[src/rtl/rvic_pkg.sv]
package rvic_pkg;
   localparam int DATA_W   = 8;
   localparam int SCAN_W   = 9;
   localparam int SRC_N    = 4;
   localparam int GRP_W    = 4;

   localparam int SRC_VS   = 0;
   localparam int SRC_LINE = 1;
   localparam int SRC_SPR  = 2;
   localparam int SRC_ABUF = 3;

   localparam int OFS_EN   = 6;
   localparam int OFS_STAT = 7;
   localparam int OFS_LINE = 8;

   localparam int EN_SCAN_HI_BIT = 6;
   localparam int EN_CMP_HI_BIT  = 7;

   typedef logic [SRC_N-1:0] src_vec_t;
endpackage

[src/rtl/rvic_line_match.sv]
module rvic_line_match #(
   parameter int SCAN_W = 9
) (
   input  logic              clk,
   input  logic              rst_n,
   input  logic [SCAN_W-1:0] scan,
   input  logic [SCAN_W-1:0] cmp,
   output logic              evt
);
   logic match;
   logic match_q;

   assign match = (scan == cmp);

   always_ff @(posedge clk) begin
      if (!rst_n) match_q <= 1'b0;
      else        match_q <= match;
   end

   // one-cycle pulse when equality begins
   assign evt = match & ~match_q;
endmodule

[src/rtl/rvic_flags.sv]
module rvic_flags #(
   parameter int SRC_N    = 4,
   parameter int GRP_W    = 4,
   parameter int LVL_IDX  = 3,
   parameter bit SET_WINS = 1'b1
) (
   input  logic             clk,
   input  logic             rst_n,
   input  logic [SRC_N-1:0] ev,
   input  logic [SRC_N-1:0] clr,
   input  logic             grp_evt,
   input  logic [GRP_W-1:0] grp_in,
   output logic [SRC_N-1:0] flags,
   output logic [GRP_W-1:0] grp
);
   if (LVL_IDX >= SRC_N) begin : g_bad_lvl
      $error("LVL_IDX out of range");
   end

   for (genvar i = 0; i < SRC_N; i++) begin : g_src
      if (i == LVL_IDX) begin : g_level
         // follows the source level; software cannot clear it
         always_ff @(posedge clk) begin
            if (!rst_n) flags[i] <= 1'b0;
            else        flags[i] <= ev[i];
         end
      end else if (SET_WINS) begin : g_set_pri
         always_ff @(posedge clk) begin
            if (!rst_n)      flags[i] <= 1'b0;
            else if (ev[i])  flags[i] <= 1'b1;
            else if (clr[i]) flags[i] <= 1'b0;
         end
      end else begin : g_clr_pri
         always_ff @(posedge clk) begin
            if (!rst_n)      flags[i] <= 1'b0;
            else if (clr[i]) flags[i] <= 1'b0;
            else if (ev[i])  flags[i] <= 1'b1;
         end
      end
   end

   logic unused_lvl_clr;
   assign unused_lvl_clr = clr[LVL_IDX];

   always_ff @(posedge clk) begin
      if (!rst_n)       grp <= '0;
      else if (grp_evt) grp <= grp_in;
   end
endmodule

[src/rtl/rvic_regs.sv]
module rvic_regs
   import rvic_pkg::*;
#(
   parameter int ADDR_W = 8
) (
   input  logic              clk,
   input  logic              rst_n,
   input  logic [ADDR_W-1:0] bus_addr,
   input  logic              bus_wen,
   input  logic [DATA_W-1:0] bus_wdata,
   input  logic [SCAN_W-1:0] scan,
   input  logic [SRC_N-1:0]  flags,
   input  logic [GRP_W-1:0]  grp,
   output logic [SRC_N-1:0]  en,
   output logic [SCAN_W-1:0] cmp_line,
   output logic [SRC_N-1:0]  clr,
   output logic [DATA_W-1:0] rdata
);
   localparam int PAD_W = EN_SCAN_HI_BIT - SRC_N;

   if (ADDR_W < 4) begin : g_bad_addr
      $error("ADDR_W must reach offset 8");
   end
   if (PAD_W < 0) begin : g_bad_pad
      $error("enable field overlaps scanline bit");
   end

   logic sel_en, sel_stat, sel_line;
   assign sel_en   = (bus_addr == ADDR_W'(OFS_EN));
   assign sel_stat = (bus_addr == ADDR_W'(OFS_STAT));
   assign sel_line = (bus_addr == ADDR_W'(OFS_LINE));

   always_ff @(posedge clk) begin
      if (!rst_n) begin
         en       <= '0;
         cmp_line <= '0;
      end else if (bus_wen) begin
         if (sel_en) begin
            en                   <= bus_wdata[SRC_N-1:0];
            cmp_line[SCAN_W-1]   <= bus_wdata[EN_CMP_HI_BIT];
         end
         if (sel_line)
            cmp_line[DATA_W-1:0] <= bus_wdata;
      end
   end

   // write-1-to-clear strobes; the level source ignores its bit downstream
   assign clr = (bus_wen && sel_stat) ? bus_wdata[SRC_N-1:0] : '0;

   logic unused_wbits;
   assign unused_wbits = ^bus_wdata[EN_SCAN_HI_BIT:SRC_N];

   always_comb begin
      rdata = '0;
      if (sel_en)
         rdata = {1'b0, scan[SCAN_W-1], {PAD_W{1'b0}}, en};
      else if (sel_stat)
         rdata = {grp, flags};
      else if (sel_line)
         rdata = scan[DATA_W-1:0];
   end
endmodule

[src/rtl/rvic_top.sv]
module rvic_top
   import rvic_pkg::*;
#(
   parameter int ADDR_W   = 8,
   parameter bit SET_WINS = 1'b1
) (
   input  logic              clk,
   input  logic              rst_n,
   input  logic [ADDR_W-1:0] bus_addr,
   input  logic              bus_wen,
   input  logic [7:0]        bus_wdata,
   output logic [7:0]        bus_rdata,
   input  logic [8:0]        scanline_i,
   input  logic              vsync_evt_i,
   input  logic              sprcol_evt_i,
   input  logic [3:0]        sprcol_grp_i,
   input  logic              abuf_low_i,
   output logic              irq_o
);
   if (SCAN_W != DATA_W + 1) begin : g_bad_scan
      $error("line width must be one more than data width");
   end
   if (GRP_W + SRC_N != DATA_W) begin : g_bad_stat
      $error("status byte must hold flags and mask");
   end

   src_vec_t           en, clr, ev, flags;
   logic [SCAN_W-1:0]  cmp_line;
   logic [GRP_W-1:0]   grp;
   logic               line_evt;

   rvic_line_match #(.SCAN_W(SCAN_W)) u_match (
      .clk   (clk),
      .rst_n (rst_n),
      .scan  (scanline_i),
      .cmp   (cmp_line),
      .evt   (line_evt)
   );

   always_comb begin
      ev           = '0;
      ev[SRC_VS]   = vsync_evt_i;
      ev[SRC_LINE] = line_evt;
      ev[SRC_SPR]  = sprcol_evt_i;
      ev[SRC_ABUF] = abuf_low_i;
   end

   rvic_flags #(
      .SRC_N    (SRC_N),
      .GRP_W    (GRP_W),
      .LVL_IDX  (SRC_ABUF),
      .SET_WINS (SET_WINS)
   ) u_flags (
      .clk     (clk),
      .rst_n   (rst_n),
      .ev      (ev),
      .clr     (clr),
      .grp_evt (sprcol_evt_i),
      .grp_in  (sprcol_grp_i),
      .flags   (flags),
      .grp     (grp)
   );

   rvic_regs #(.ADDR_W(ADDR_W)) u_regs (
      .clk       (clk),
      .rst_n     (rst_n),
      .bus_addr  (bus_addr),
      .bus_wen   (bus_wen),
      .bus_wdata (bus_wdata),
      .scan      (scanline_i),
      .flags     (flags),
      .grp       (grp),
      .en        (en),
      .cmp_line  (cmp_line),
      .clr       (clr),
      .rdata     (bus_rdata)
   );

   assign irq_o = |(flags & en);
endmodule

[config.mk]
export PLATFORM = sky130hd
export DESIGN_NAME = rvic_top
export DESIGN_NICKNAME = d
export VERILOG_FILES = /design/src/rtl/rvic_pkg.sv /design/src/rtl/rvic_line_match.sv /design/src/rtl/rvic_flags.sv /design/src/rtl/rvic_regs.sv /design/src/rtl/rvic_top.sv
export SDC_FILE = /design/constraint.sdc
export NUM_CORES = 1
export LEC_CHECK = 0
export BUFFER_PORTS_ARGS = -buffer_cell sky130_fd_sc_hd__buf_2
export CORE_ASPECT_RATIO = 0.7
export CORE_UTILIZATION = 53
export CTS_CLUSTER_DIAMETER = 80
export CTS_CLUSTER_SIZE = 25
export DETAILED_ROUTE_END_ITERATION = 10
export MAX_ROUTING_LAYER = met4
export PLACE_DENSITY = 0.85
export SLEW_MARGIN = 20
export SYNTH_ARGS = -nofsm -noshare
export SYNTH_HDL_FRONTEND = slang
export SYNTH_HIERARCHICAL = 1
export SYNTH_SLANG_ARGS = --single-unit
[constraint.sdc]
create_clock -name clk -period 3.64 [get_ports clk]
set_input_delay 0.364 -clock clk [delete_from_list [all_inputs] [get_ports clk]]
set_output_delay 0.364 -clock clk [all_outputs]
set_load 0.03 [all_outputs]
======== Word-level counts from Yosys, hierarchy flattened ========
Index checks and enable logic that the tools add are counted.
operators by class
  muxes and demuxes ....................... 10
  bitwise logic cells ..................... 3
  $lt $le $gt $ge ......................... 0
  eq/ne operators ......................... 4
  $add $sub $neg .......................... 0
  shift-type cells ........................ 0
  reductions and logical operators ........ 7
  div/mod/pow operators ................... 0
  multipliers ............................. 0
operators by type and width
  cell                                                                   number
  8-bit 2-to-1 mux                                                       3
  8-bit by 3-bit equality test with 1-bit output, second input constant  2
  9-bit equality test                                                    1
  8-bit by 4-bit equality test with 1-bit output, second input constant  1
  1-bit 2-to-1 mux                                                       6
  2-bit nonzero test                                                     3
  4-bit AND                                                              1
  2-bit AND reduction                                                    2
  4-bit OR reduction                                                     1
  3-bit 2-to-1 mux                                                       1
  1-bit AND                                                              1
  1-bit logical AND                                                      1
  1-bit NOT                                                              1
word-level totals
  bits in registers ....................... 22
  input bits .............................. 35
  latch bits .............................. 0
  output and inout bits ................... 9
  RAM bits ................................ 0
  memories ................................ 0
  memory bits (read-only) ................. 0

======== Logic depth before layout (Yosys ltp) ========
  depth in word-level cells ............... 5
  gate-level depth with buffers ........... 7
  depth with buffers taken out ............ 5

======== By module ========
Netlist, hierarchy kept.
by module, submodules not included
  module           instances  cells each  area an instance (um2)  sequential area each (um2)
  rvic_regs        1          105         879.6                   260.2
  rvic_flags       1          24          284.0                   160.2
  rvic_line_match  1          17          137.6                   20.0
  rvic_top         1          3           18.8                    0.0

======== Worst setup path before layout ========
No wires, ideal clock.
  path type ............................... input -> output
  start point ............................. input bus_addr[5]
  end point ............................... output bus_rdata[1]
  path buffers ............................ 1
  data arrival time ....................... 1.746 ns
  path slack .............................. 1.530 ns
  stages on the path ...................... 4
  path through ............................ or4_4 -> buf_6 -> a211o_1 -> a2bb2oi_1
on the way
  cells in the longest elaborated chain, start to end .. 4
ends and longest elaborated chain
  element                                         line             text
  from (decl)                                     rvic_top.sv:9    input logic [ADDR_W-1:0] bus_addr,
  8-bit by 4-bit equality test with 1-bit output  rvic_regs.sv:31  assign sel_line = (bus_addr == ADDR_W'(OFS_LINE));
  8-bit 2-to-1 mux                                rvic_regs.sv:59  else if (sel_line)
  8-bit 2-to-1 mux                                rvic_regs.sv:57  else if (sel_stat)
  8-bit 2-to-1 mux *                              rvic_regs.sv:55  if (sel_en)
  to (decl)                                       rvic_top.sv:12   output logic [7:0] bus_rdata,
Every way passes the cells marked *; elsewhere a longest branch is shown, timed or not.

======== Worst setup path after layout ========
Ends and elaborated chain as after synthesis.

==> metrics.yaml <==
outcome: "complete, no violations"
core-area_um2: 2240
layout_common_cells: "buf_2, dfxtp_1, nand4_1"
critPathLaunch: "bus_addr[5]"
min-delay-start: "abuf_low_i"
port_buffers: 43
drv_slew: 0
crit_path_start_kind: "primary input"
cts-root-buf: "clkbuf_4"
r2r-end: "u_flags/flags[1]"
dieArea_um2: 2690
antennaDiodeCount: 0
min_path_cells: 2
avgSynthCellArea_um2: 8.88
path_clk_slew_ns: 0.12
htree_num_levels: 1
antenna_found_initial: 0
hpwlAfterDp_um: 2710
fin_nets: 218
power.density_nw_per_um2: 282
rows: 14
rrSetupSlack_ns: 2.32
io_pins: 44
fin_tns_setup_ns: 0
finClkSkew_ns: 0.0134
syn_area_um2: 1310
fin_crit_sh_pct: 58.7
grt_first_pass_wirelength_um: 5930
globalRouteTotalUtil_pct: 31.7
slew_headroom_pct: 49.5
overflow: 0
area_delta_synth_final_pct: 16.6
cts_resized: 0
ir_drop_mv: 0.233
die-height_um: 43.7
cts_buffers: 3
ys_warn_count: 6
syn_nets: 183
max_freq_mhz: 468
clock_path_buffers: 2
end_kind: "primary output"
r2r.worst_path.cells: 4
holdBufCountCts: 0
dr.pass1.iters: 4
grt_max_degree: 25
grt_pass1_vias: 1233
cts_setup_buffers: 0
hp-class: "in2reg"
leakagePower_nw: 0.586
hold_viol: 0
wl_um: 3740
dr_total_vias: 1385
drtAntennaViolNets: 0
rsz0062_at_grt: "no"
drc: 0
r2r_start: "u_regs/cmp_line[0]"
initial_core_util_pct: 58.6
clock_latency_ns: 0.31
cp.arrival_ns: 1.77
final_common_cell: "buf_2"
min_period_ns: 2.14
numClockSinks: 22
viasPerCell: 6.50
gp_congestion: 0.937
path_max_fanout: 19
tightest_slew_ns: 0.756
wire_per_inst_um: 17.5
cts_tree: "done"
cap_violations: 0
drive_gt1_share_pct: 28.7
die_x_um: 61.5
path_class: "in2out"
min_delay_worst_endpoint: "u_flags/flags[3]"
finalSetupViolCount: 0
drtIter0Drc: 132
syn_inst: 148
total_power_uw: 431
cp.required_ns: 3.28
-- critical path: stages --
cell and delay (ns):
buf_2 0.13, or4_4 0.67, a211o_1 0.28, a2bb2oi_1 0.12, buf_2 0.21
-- routing by layer --
layer	GRT usage, %	routed length [um]	vias to the layer above
met3	8.96	308	4
met1	42.2	1600	652
met5	-	0	-
met2	48.4	1810	76
met4	5.78	20	0
li1	-	-	653
-- power by group --
part	leakage [nW]	switching [mW]	internal (mW)
Sequential	0.179	0.00340	0.246
Combinational	0.394	0.0432	0.0283
Clock	0.0138	0.0720	0.0387
Total	0.586	0.119	0.313
-- sequential cells by signal, indices dropped and copies added, names as in the netlist --
signal           flops
u_match/match_q      1
u_flags/flags        4
u_regs/cmp_line      9
u_flags/grp          4
u_regs/en            4
-- worst max-delay path by stage --
| stage | to | slack [ns] | cells past startpoint |
|---|---|---|---|
| detailed placement | bus_rdata[1] | 1.52 | 5 |
| finish | bus_rdata[1] | 1.50 | 5 |
| CTS | bus_rdata[1] | 1.51 | 5 |
| floorplan | bus_rdata[1] | 1.53 | 4 |
| global placement | bus_rdata[1] | 1.54 | 5 |
| global route | bus_rdata[2] | 1.43 | 5 |
-- through the flow --
stage / cells / area, um^2 / utilization (%) / setup WS (ns) / hold WS [ns]
detailed placement: 210 / 1510 / 67.3 / 1.52 / 0.476
floorplan: 148 / 1310 / - / 1.53 / 0.444
CTS: 213 / 1530 / 68.3 / 1.51 / 0.254
global route: 213 / 1530 / 68.3 / 1.43 / 0.249
global placement: 210 / 1510 / 67.3 / 1.54 / 0.462
finish: 213 / 1530 / 68.3 / 1.50 / 0.251
-- layout make-up --
type	count	area [um^2]
tap	32	40.0
multi-input combinational	109	795
timing repair buffer	44	223
sequential	22	440
inverter	3	11.3
fill	210	711
clock buffer	3	22.5
Note: power is estimated with default switching activity, not from simulation.
